### src/rtl/pe_status_pkg.sv
package pe_status_pkg;
  typedef enum logic [1:0] {
    OP_NONE  = 2'd0,
    OP_PROG  = 2'd1,
    OP_ERASE = 2'd2
  } op_e;
endpackage

### src/rtl/pe_op_timer.sv
module pe_op_timer
  import pe_status_pkg::*;
#(
  parameter int PROG_CYCLES  = 16,
  parameter int ERASE_CYCLES = 200
) (
  input  logic clk_i,
  input  logic rst_ni,
  input  logic req_prog_i,
  input  logic req_erase_i,
  output logic accept_o,
  output logic busy_o,
  output op_e  op_o,
  output logic done_o
);
  localparam int MAXC = (ERASE_CYCLES > PROG_CYCLES) ? ERASE_CYCLES : PROG_CYCLES;
  localparam int CW   = $clog2(MAXC + 1);
  localparam logic [CW-1:0] PLOAD = CW'(PROG_CYCLES - 1);
  localparam logic [CW-1:0] ELOAD = CW'(ERASE_CYCLES - 1);

  logic [CW-1:0] cnt_q;
  logic          busy_q, done_q;
  op_e           op_q;

  assign accept_o = !busy_q && (req_prog_i || req_erase_i);

  always_ff @(posedge clk_i or negedge rst_ni) begin
    if (!rst_ni) begin
      cnt_q  <= '0;
      busy_q <= 1'b0;
      done_q <= 1'b0;
      op_q   <= OP_NONE;
    end else begin
      done_q <= 1'b0;
      if (accept_o) begin
        busy_q <= 1'b1;
        op_q   <= req_erase_i ? OP_ERASE : OP_PROG;  // erase wins
        cnt_q  <= req_erase_i ? ELOAD : PLOAD;
      end else if (busy_q) begin
        if (cnt_q == '0) begin
          busy_q <= 1'b0;
          done_q <= 1'b1;
        end else begin
          cnt_q <= cnt_q - 1'b1;
        end
      end
    end
  end

  assign busy_o = busy_q;
  assign op_o   = op_q;
  assign done_o = done_q;

  a_r1_countdown: assert property (@(posedge clk_i) disable iff (!rst_ni)
    (busy_q && cnt_q != '0) |=> (busy_q && cnt_q == $past(cnt_q) - 1'b1));

  a_r4_no_reload: assert property (@(posedge clk_i) disable iff (!rst_ni)
    (busy_q && (req_prog_i || req_erase_i)) |=> $stable(op_q));
endmodule

### src/rtl/pe_toggle_track.sv
module pe_toggle_track (
  input  logic clk_i,
  input  logic rst_ni,
  input  logic clr_i,
  input  logic busy_i,
  input  logic rd_i,
  output logic tog_o
);
  logic rd_q, tog_q;

  always_ff @(posedge clk_i or negedge rst_ni) begin
    if (!rst_ni) begin
      rd_q  <= 1'b0;
      tog_q <= 1'b0;
    end else begin
      rd_q <= rd_i;
      if (clr_i)                         tog_q <= 1'b0;
      else if (busy_i && rd_q && !rd_i)  tog_q <= ~tog_q;  // access ended
    end
  end

  assign tog_o = tog_q;

  a_r7_frozen_idle: assert property (@(posedge clk_i) disable iff (!rst_ni)
    (!busy_i && !clr_i) |=> $stable(tog_q));

  a_r7_cleared_on_start: assert property (@(posedge clk_i) disable iff (!rst_ni)
    clr_i |=> !tog_q);
endmodule

### src/rtl/pe_poll_mux.sv
module pe_poll_mux
  import pe_status_pkg::*;
#(
  parameter int AW = 20,
  parameter int DW = 8
) (
  input  logic          busy_i,
  input  op_e           op_i,
  input  logic [AW-1:0] lat_addr_i,
  input  logic [DW-1:0] lat_ld_i,
  input  logic          tog_i,
  input  logic [AW-1:0] rd_addr_i,
  input  logic [DW-1:0] arr_data_i,
  output logic [DW-1:0] rd_data_o
);
  localparam int POLL_BIT = DW - 1;
  localparam int TOG_BIT  = DW - 2;

  always_comb begin
    rd_data_o = arr_data_i;
    if (busy_i) begin
      rd_data_o[TOG_BIT] = tog_i;
      if (op_i == OP_ERASE)            rd_data_o[POLL_BIT] = 1'b0;
      else if (rd_addr_i == lat_addr_i) rd_data_o[POLL_BIT] = ~lat_ld_i[POLL_BIT];
    end
  end
endmodule

### src/rtl/pe_status_engine.sv
module pe_status_engine
  import pe_status_pkg::*;
#(
  parameter int AW           = 20,
  parameter int DW           = 8,
  parameter int PROG_CYCLES  = 16,
  parameter int ERASE_CYCLES = 200
) (
  input  logic          clk_i,
  input  logic          rst_ni,
  input  logic          prog_start_i,
  input  logic          erase_start_i,
  input  logic [AW-1:0] ld_addr_i,
  input  logic [DW-1:0] ld_data_i,
  input  logic [DW-1:0] old_data_i,
  input  logic          rd_req_i,
  input  logic [AW-1:0] rd_addr_i,
  input  logic [DW-1:0] arr_data_i,
  output logic [DW-1:0] rd_data_o,
  output logic          rd_oe_o,
  output logic          rdy_bsy_no,
  output logic          commit_o,
  output logic          commit_erase_o,
  output logic [AW-1:0] commit_addr_o,
  output logic [DW-1:0] commit_data_o
);
  logic          accept, busy, done, tog;
  op_e           op;
  logic [AW-1:0] lat_addr_q;
  logic [DW-1:0] lat_ld_q, lat_res_q;

  pe_op_timer #(.PROG_CYCLES(PROG_CYCLES), .ERASE_CYCLES(ERASE_CYCLES)) u_timer (
    .clk_i, .rst_ni,
    .req_prog_i (prog_start_i),
    .req_erase_i(erase_start_i),
    .accept_o   (accept),
    .busy_o     (busy),
    .op_o       (op),
    .done_o     (done)
  );

  always_ff @(posedge clk_i or negedge rst_ni) begin
    if (!rst_ni) begin
      lat_addr_q <= '0;
      lat_ld_q   <= '0;
      lat_res_q  <= '0;
    end else if (accept) begin
      lat_addr_q <= ld_addr_i;
      lat_ld_q   <= ld_data_i;
      lat_res_q  <= old_data_i & ld_data_i;  // bits only clear
    end
  end

  pe_toggle_track u_tog (
    .clk_i, .rst_ni,
    .clr_i (accept),
    .busy_i(busy),
    .rd_i  (rd_req_i),
    .tog_o (tog)
  );

  pe_poll_mux #(.AW(AW), .DW(DW)) u_mux (
    .busy_i    (busy),
    .op_i      (op),
    .lat_addr_i(lat_addr_q),
    .lat_ld_i  (lat_ld_q),
    .tog_i     (tog),
    .rd_addr_i,
    .arr_data_i,
    .rd_data_o
  );

  assign rd_oe_o        = rst_ni & rd_req_i;
  assign rdy_bsy_no     = ~busy;
  assign commit_o       = done;
  assign commit_erase_o = done && (op == OP_ERASE);
  assign commit_addr_o  = (op == OP_ERASE) ? '0 : lat_addr_q;
  assign commit_data_o  = (op == OP_ERASE) ? '1 : lat_res_q;

  a_r2_commit_on_release: assert property (@(posedge clk_i) disable iff (!rst_ni)
    $rose(rdy_bsy_no) |-> commit_o);

  a_r2_single_pulse: assert property (@(posedge clk_i) disable iff (!rst_ni)
    commit_o |=> !commit_o);

  a_r4_latch_hold: assert property (@(posedge clk_i) disable iff (!rst_ni)
    (busy && $past(busy)) |-> ($stable(lat_addr_q) && $stable(lat_ld_q) && $stable(lat_res_q)));

  a_r3_erase_ones: assert property (@(posedge clk_i) disable iff (!rst_ni)
    commit_erase_o |-> (commit_data_o == '1 && commit_o));
endmodule

### config.mk
export PLATFORM = sky130hd
export DESIGN_NAME = pe_status_engine
export DESIGN_NICKNAME = d
export VERILOG_FILES = /design/src/rtl/pe_status_pkg.sv /design/src/rtl/pe_op_timer.sv /design/src/rtl/pe_toggle_track.sv /design/src/rtl/pe_poll_mux.sv /design/src/rtl/pe_status_engine.sv
export SDC_FILE = /design/constraint.sdc
export NUM_CORES = 1
export LEC_CHECK = 0
export ABC_AREA = 1
export CAP_MARGIN = 10
export CORE_ASPECT_RATIO = 0.6
export CORE_MARGIN = 5
export CORE_UTILIZATION = 45
export CTS_BUF_LIST = sky130_fd_sc_hd__clkbuf_8 sky130_fd_sc_hd__clkbuf_16
export CTS_CLUSTER_DIAMETER = 200
export CTS_CLUSTER_SIZE = 16
export DETAILED_ROUTE_END_ITERATION = 6
export PLACE_DENSITY_LB_ADDON = 0.3
export SLEW_MARGIN = 20
export SYNTH_ARGS = -nofsm -noshare
export SYNTH_HDL_FRONTEND = slang
export SYNTH_HIERARCHICAL = 1
export SYNTH_SLANG_ARGS = --single-unit
### constraint.sdc
create_clock -name clk_i -period 1.7 [get_ports clk_i]
set_clock_uncertainty 0.15 [all_clocks]
set_input_delay 0.255 -clock clk_i [delete_from_list [all_inputs] [get_ports clk_i]]
set_output_delay 0.255 -clock clk_i [all_outputs]
set_load 0.01 [all_outputs]
==> results of run 1 <==
## critical path, cell delays in order
cell and delay, ps:
clkdlybuf4s50_1 480, inv_1 50, nand2_1 50, nand2_1 50, nor2_1 90, nand2_1 70, nor2_2 160, nand3_1 90
nand2_1 70, nand3_1 60, nand2_1 70, buf_2 130
## repair_timing
| action | 4_1_cts | 5_1_grt |
|---|---|---|
| hold endpoints to repair | 43 | 0 |
| setup buffers | 2 | 3 |
| pin swaps | 14 | 9 |
| cloned | 1 | 0 |
| endpoints found under the setup margin | 33 | 25 |
| hold buffers | 1 | 0 |
| resized for setup | 131 | 26 |
## layout by cell type (no fill, tap or decap), types with 2 or more instances in the layout
master	count
dlygate4sd2_1	12
nor2_4	4
nand2_1	108
clkbuf_8	5
a21oi_2	4
ha_1	2
buf_2	27
nand3_1	25
nor2_1	23
inv_2	4
nor2_2	4
xor2_1	4
clkdlybuf4s15_1	2
nand4_1	4
clkdlybuf4s50_1	51
o21ai_1	8
nand2_4	2
o21ai_0	19
xnor2_1	4
buf_12	2
buf_6	4
buf_4	19
inv_1	66
dfrtp_1	43
a21oi_1	17
## where the power goes
group          switching, uW  leakage, uW  internal [uW]
Clock                    336    0.0000505            277
Combinational           85.9      0.00148            151
Sequential              4.48     0.000468           1030
Total                    427      0.00200           1460
## worst max-delay path by stage
stage | slack, ps | from | end
after CTS | -310 | lat_addr_q[1] | rd_data_o[7]
after global placement | -760 | rd_addr_i[2] | rd_data_o[7]
after detailed placement | -790 | rd_addr_i[2] | rd_data_o[7]
after floorplan | 200 | u_timer/busy_o | lat_addr_q[0]
final | -330 | rd_addr_i[11] | rd_data_o[7]
after global routing | -450 | lat_addr_q[5] | rd_data_o[7]
## registers in the layout, summed over array words and instances (netlist names)
register        count
lat_ld_q            1
u_timer/op_o        2
lat_res_q           8
u_timer/cnt_q       8
u_timer/done_o      1
u_tog/tog_o         1
u_tog/rd_q          1
u_timer/busy_o      1
lat_addr_q         20
## per-stage QoR
step           util (%)  cells
2_1_floorplan         -    367
3_3_place_gp      65.48    542
3_5_place_dp      65.48    542
4_1_cts           66.73    554
5_1_grt           66.62    557
6_report          66.62    557
## layer usage
layer | vias up | routed length (um)
met2 | 109 | 3103
met3 | 9 | 662
li1 | 1327 | -
met1 | 1217 | 3406
met4 | 0 | 91
met5 | - | 0
## area by class of cell
cell class / instances / area [um^2]
flip-flops and latches: 43 / 1076
clock buffers: 5 / 68.82
multi-input cells: 236 / 1165
well taps: 80 / 100.1
inverters: 70 / 265.3
repair buffers: 120 / 1041
fillers: 516 / 1868
clock inverters: 3 / 12.51
==> metrics.txt, run 1 <==
worst-path maximum fanout=2; Worst Hold Launch=lat_res_q[2]; shortest period the worst path allows=2028 ps; I/O pin cnt=109; Gate Count Post-Synth=367; Die H=68.84 um; Syn-to-layout area delta=43.61%; DRT iter0 DRCs=163; Power Dens Cells=504.7 mW/mm^2; actual slew at the worst max-slew pin=557.5 ps; Routed WL per cell=13.04 um; met1 GRT Util=27.20%; clock-pin slew on the worst setup and hold paths=80 ps; CP Class=input port to output pin; CTS buffer count=5; Final ANT Viol Nets=0; number of antenna violations at the first check in global routing=0; CP arrival=1620 ps; number of global-route vias before repair=2573; Root Driver=clkbuf_8; Min Hold Slack=336.4 ps; reg2reg end=u_timer/cnt_q[1]; Peak Freq=493.0 MHz; layer with the highest usage=met2; n_diodes=0; R2R setup slack=80 ps; Final Power=1882 uW; Setup crit end kind=output pin; failing checks=negative setup slack; cell area after synthesis=0.002596 mm^2; final WL=7262 um; RSZ-0062 raised after global routing=true; Tcrit/Tclk final=119.3%; row cnt=21; wire length of the first global-routing pass=11610 um; largest net degree at the start of global routing=44; Starting Density=46.39%; Setup-failing EPs final=1; GRT Overall Usage=20.06%; H-tree depth=2; share of cells above drive strength 1=17.82%; TNS Setup=-328.4 ps; crit start category=input port; drt pass-1 iters=5; peak supply drop=432.3 uV; synthesized area per cell=7.074 um^2; CORE AREA=0.005597 mm^2; Buffers on Ports=96; GR Overflow Total=0; P_leak=0.001998 uW; setup slack after placement=-786.8 ps; post-placement cell area=0.003665 mm^2; Clock Sink Count=43; status=complete, but fails checks; Reg2Reg Depth=6; via-per-instance ratio=4.779; CTS tree=done; clock buffer depth=2; DIE WIDTH=108.1 um; NumNets Final=547; post-route setup slack=-328.4 ps; Final Hold Viols=0; DR DRC count=0; Syn. warnings=6; Slew Limit Headroom=62.83%; design area=0.003729 mm^2; Die ar.=0.007438 mm^2; HPWL Detailed=5301 um; number of cells on the worst hold path=2; clock insertion delay at the later pin of the skew report=290 ps; max_cap viols=0; routability cong.=0.8931; max-slew violations=0; routed vias=2662; reg-to-reg startpoint=u_timer/cnt_q[0]; CP required=1290 ps; Tightest Hold Check Type=register to register; met2 global-route usage=31.97%; Syn Nets=438; met3 Use GR=5.953%; Hold Path End=lat_res_q[2]
Power figures use the tool's default switching activity.
==> run 2, diff against run 1 <==
--- a/config.mk
+++ b/config.mk
@@ -6,7 +6,7 @@
 export NUM_CORES = 1
 export LEC_CHECK = 0
 export ABC_AREA = 1
-export CAP_MARGIN = 10
+export CAP_MARGIN = 20
 export CORE_ASPECT_RATIO = 0.6
 export CORE_MARGIN = 5
 export CORE_UTILIZATION = 45
==> results of run 2 <==
Same layout as run 1: the final DEF is identical, and so are final timing and power.
==> run 3, diff against run 2 <==
--- a/config.mk
+++ b/config.mk
@@ -6,10 +6,11 @@
 export NUM_CORES = 1
 export LEC_CHECK = 0
 export ABC_AREA = 1
+export ABC_CLOCK_PERIOD_IN_PS = 1810
 export CAP_MARGIN = 20
 export CORE_ASPECT_RATIO = 0.6
 export CORE_MARGIN = 5
-export CORE_UTILIZATION = 45
+export CORE_UTILIZATION = 40
 export CTS_BUF_LIST = sky130_fd_sc_hd__clkbuf_8 sky130_fd_sc_hd__clkbuf_16
 export CTS_CLUSTER_DIAMETER = 200
 export CTS_CLUSTER_SIZE = 16
==> constraint.sdc (replaced) <==
create_clock -name clk_i -period 1.81 [get_ports clk_i]
set_clock_uncertainty 0.15 [all_clocks]
set_input_delay 0.2715 -clock clk_i [delete_from_list [all_inputs] [get_ports clk_i]]
set_output_delay 0.2715 -clock clk_i [all_outputs]
set_load 0.01 [all_outputs]
==> run 3 against run 2 <==
Net effect: the flow still finishes with violations (negative setup slack); design area up 0.54%; cell count down 0.18%; routed wire length down 2.6%; die area up 11%; critical path type unchanged; largest power group unchanged; highest routed layer unchanged.
==> metrics.txt, run 3 (synthesis gave the netlist of run 1 again) <==
clock insertion delay at the later pin of the skew report=290 ps; Util after Layout=60.53%; CP arrival=1650 ps; post-placement cell area=0.003670 mm^2; share of cells above drive strength 1=13.77%; CP required=1390 ps; multi-input logic area=0.001137 mm^2; failing checks=negative setup slack; routability cong.=0.9101; Tcrit/Tclk final=114.4%; routed vias=2524; drt pass-1 iters=5; Clock Sink Count=43; RSZ-0062 raised after global routing=true; CORE AREA=0.006193 mm^2; Setup-failing EPs final=1; CTS buffer count=5; Peak Freq=482.9 MHz; post-route setup slack=-260.7 ps; n_diodes=0; Die ar.=0.008255 mm^2; worst path cell trace=clkdlybuf4s50_1 -> inv_1 -> nand2_1 -> nand2_1 -> nor2_1 -> nand2_1 -> nor2_2 -> nand3_1 -> nand2_1 -> nand3_2 -> nand2_2 -> buf_6; largest net degree at the start of global routing=44; most common cell after layout, fill and taps aside=nand2_1; shortest period the worst path allows=2071 ps; status=complete, but fails checks; wire length of the first global-routing pass=11560 um; peak supply drop=344.2 uV; NumNets Final=542; # placed instances=546; number of global-route vias before repair=2459; worst stage delay on the critical path=470 ps; actual slew at the worst max-slew pin=543.2 ps; GRT Overall Usage=17.39%; Starting Density=41.92%; Crit-path slowest cell=clkdlybuf4s50_1; GR Overflow Total=0; Setup crit end kind=output pin; Tightest Hold Check Type=register to register; CTS tree=done; DIE WIDTH=114.0 um; Min Hold Slack=340.3 ps; Final ANT Viol Nets=0; Final Hold Viols=0; row cnt=22; Power Dens Cells=528.7 mW/mm^2; Syn-to-layout area delta=44.39%; Buffers on Ports=96; H-tree depth=2; HPWL Detailed=5512 um; final WL=7073 um; DRT iter0 DRCs=179; via-per-instance ratio=4.540; crit start category=input port; fin cells=556; final-layout fill cell count=577; largest registers=lat_addr_q: 20 flops, lat_res_q: 8 flops, u_timer/cnt_q: 8 flops; most frequent cells in the layout=nand2_1 (108), inv_1 (66), clkdlybuf4s50_1 (60); DR DRC count=0; worst-path maximum fanout=2; max-slew violations=0; Slew Limit Headroom=63.79%; design area=0.003749 mm^2; number of antenna violations at the first check in global routing=0; Biggest register=lat_addr_q; clock-pin slew on the worst setup and hold paths=80 ps; P_leak=0.002001 uW; Root Driver=clkbuf_8; max_cap viols=0; CP Class=input port to output pin; max reg flops=20; register area=0.001077 mm^2; Routed WL per cell=12.72 um; clock buffer depth=2; setup slack after placement=-675.9 ps; most used cell, CP=nand2_1; I/O pin cnt=109; Die H=72.41 um
run 3: cell count changes in the layout (fill, tap and decap cells not counted), moves of 4 or more:
| cell | delta |
|---|---|
| clkdlybuf4s50_1 | +9 |
| buf_2 | -26 |
| clkbuf_2 | +14 |
| clkdlybuf4s15_1 | +8 |
| dlygate4sd2_1 | -4 |
| buf_4 | -4 |
run 3: area by class of cell:
cell class	count	area share (%)
multi-input cells	236	30.34
flip-flops and latches	43	28.74
repair buffers	115	27.97
inverters	70	7.009
well taps	84	2.804
clock buffers	6	2.203
clock inverters	2	0.9346
run 3: layer usage:
metal | global-route usage (%) | up-vias | routed length, um
li1 | - | 1319 | -
met1 | 24.83 | 1114 | 3324
met2 | 26.01 | 86 | 2978
met3 | 5.167 | 5 | 718
met4 | 3.953 | 0 | 53
met5 | 0 | - | 0
run 3: final timing paths:
kind / from / end / slack, ps / cells after the start
max: rd_addr_i[2] / rd_data_o[7] / -260 / 12
min: lat_res_q[4] / lat_res_q[4] / 340 / 2
max reg2reg: u_timer/cnt_q[0] / u_timer/cnt_q[1] / 200 / 6
min reg2reg: lat_res_q[4] / lat_res_q[4] / 340 / 2
max in group asynchronous: rst_ni / u_timer/op_o[1] / 660 / 3
min in group asynchronous: rst_ni / lat_addr_q[6] / 450 / 3
run 3: worst max-delay path, delay by kind of cell:
family,cells,cell delay (ps)
buffers and inverters,3,620
AND/OR/NAND/NOR,9,760
run 3: where the power goes:
part           leakage [uW]  total [uW]  internal, uW  switching, uW
sequential         0.000466         969           965           4.25
clock             0.0000612         783           447            336
combinational       0.00147         230           150           80.1
run 3: timing repair:
action,4_1_cts,5_1_grt
hold buffers,1,0
endpoints found under the setup margin,32,25
gates resized for setup,41,48
hold endpoints to repair,43,0
gates cloned,0,0
buffers inserted,1,0
pin swaps,3,10
run 3: through the flow:
stage / TNS (ps) / total power [uW]
floorplan: 0 / 1048
global placement: -710.4 / 1218
detailed placement: -675.9 / 1221
CTS: -258.8 / 2001
global route: -428.4 / 2059
finish: -260.7 / 1982
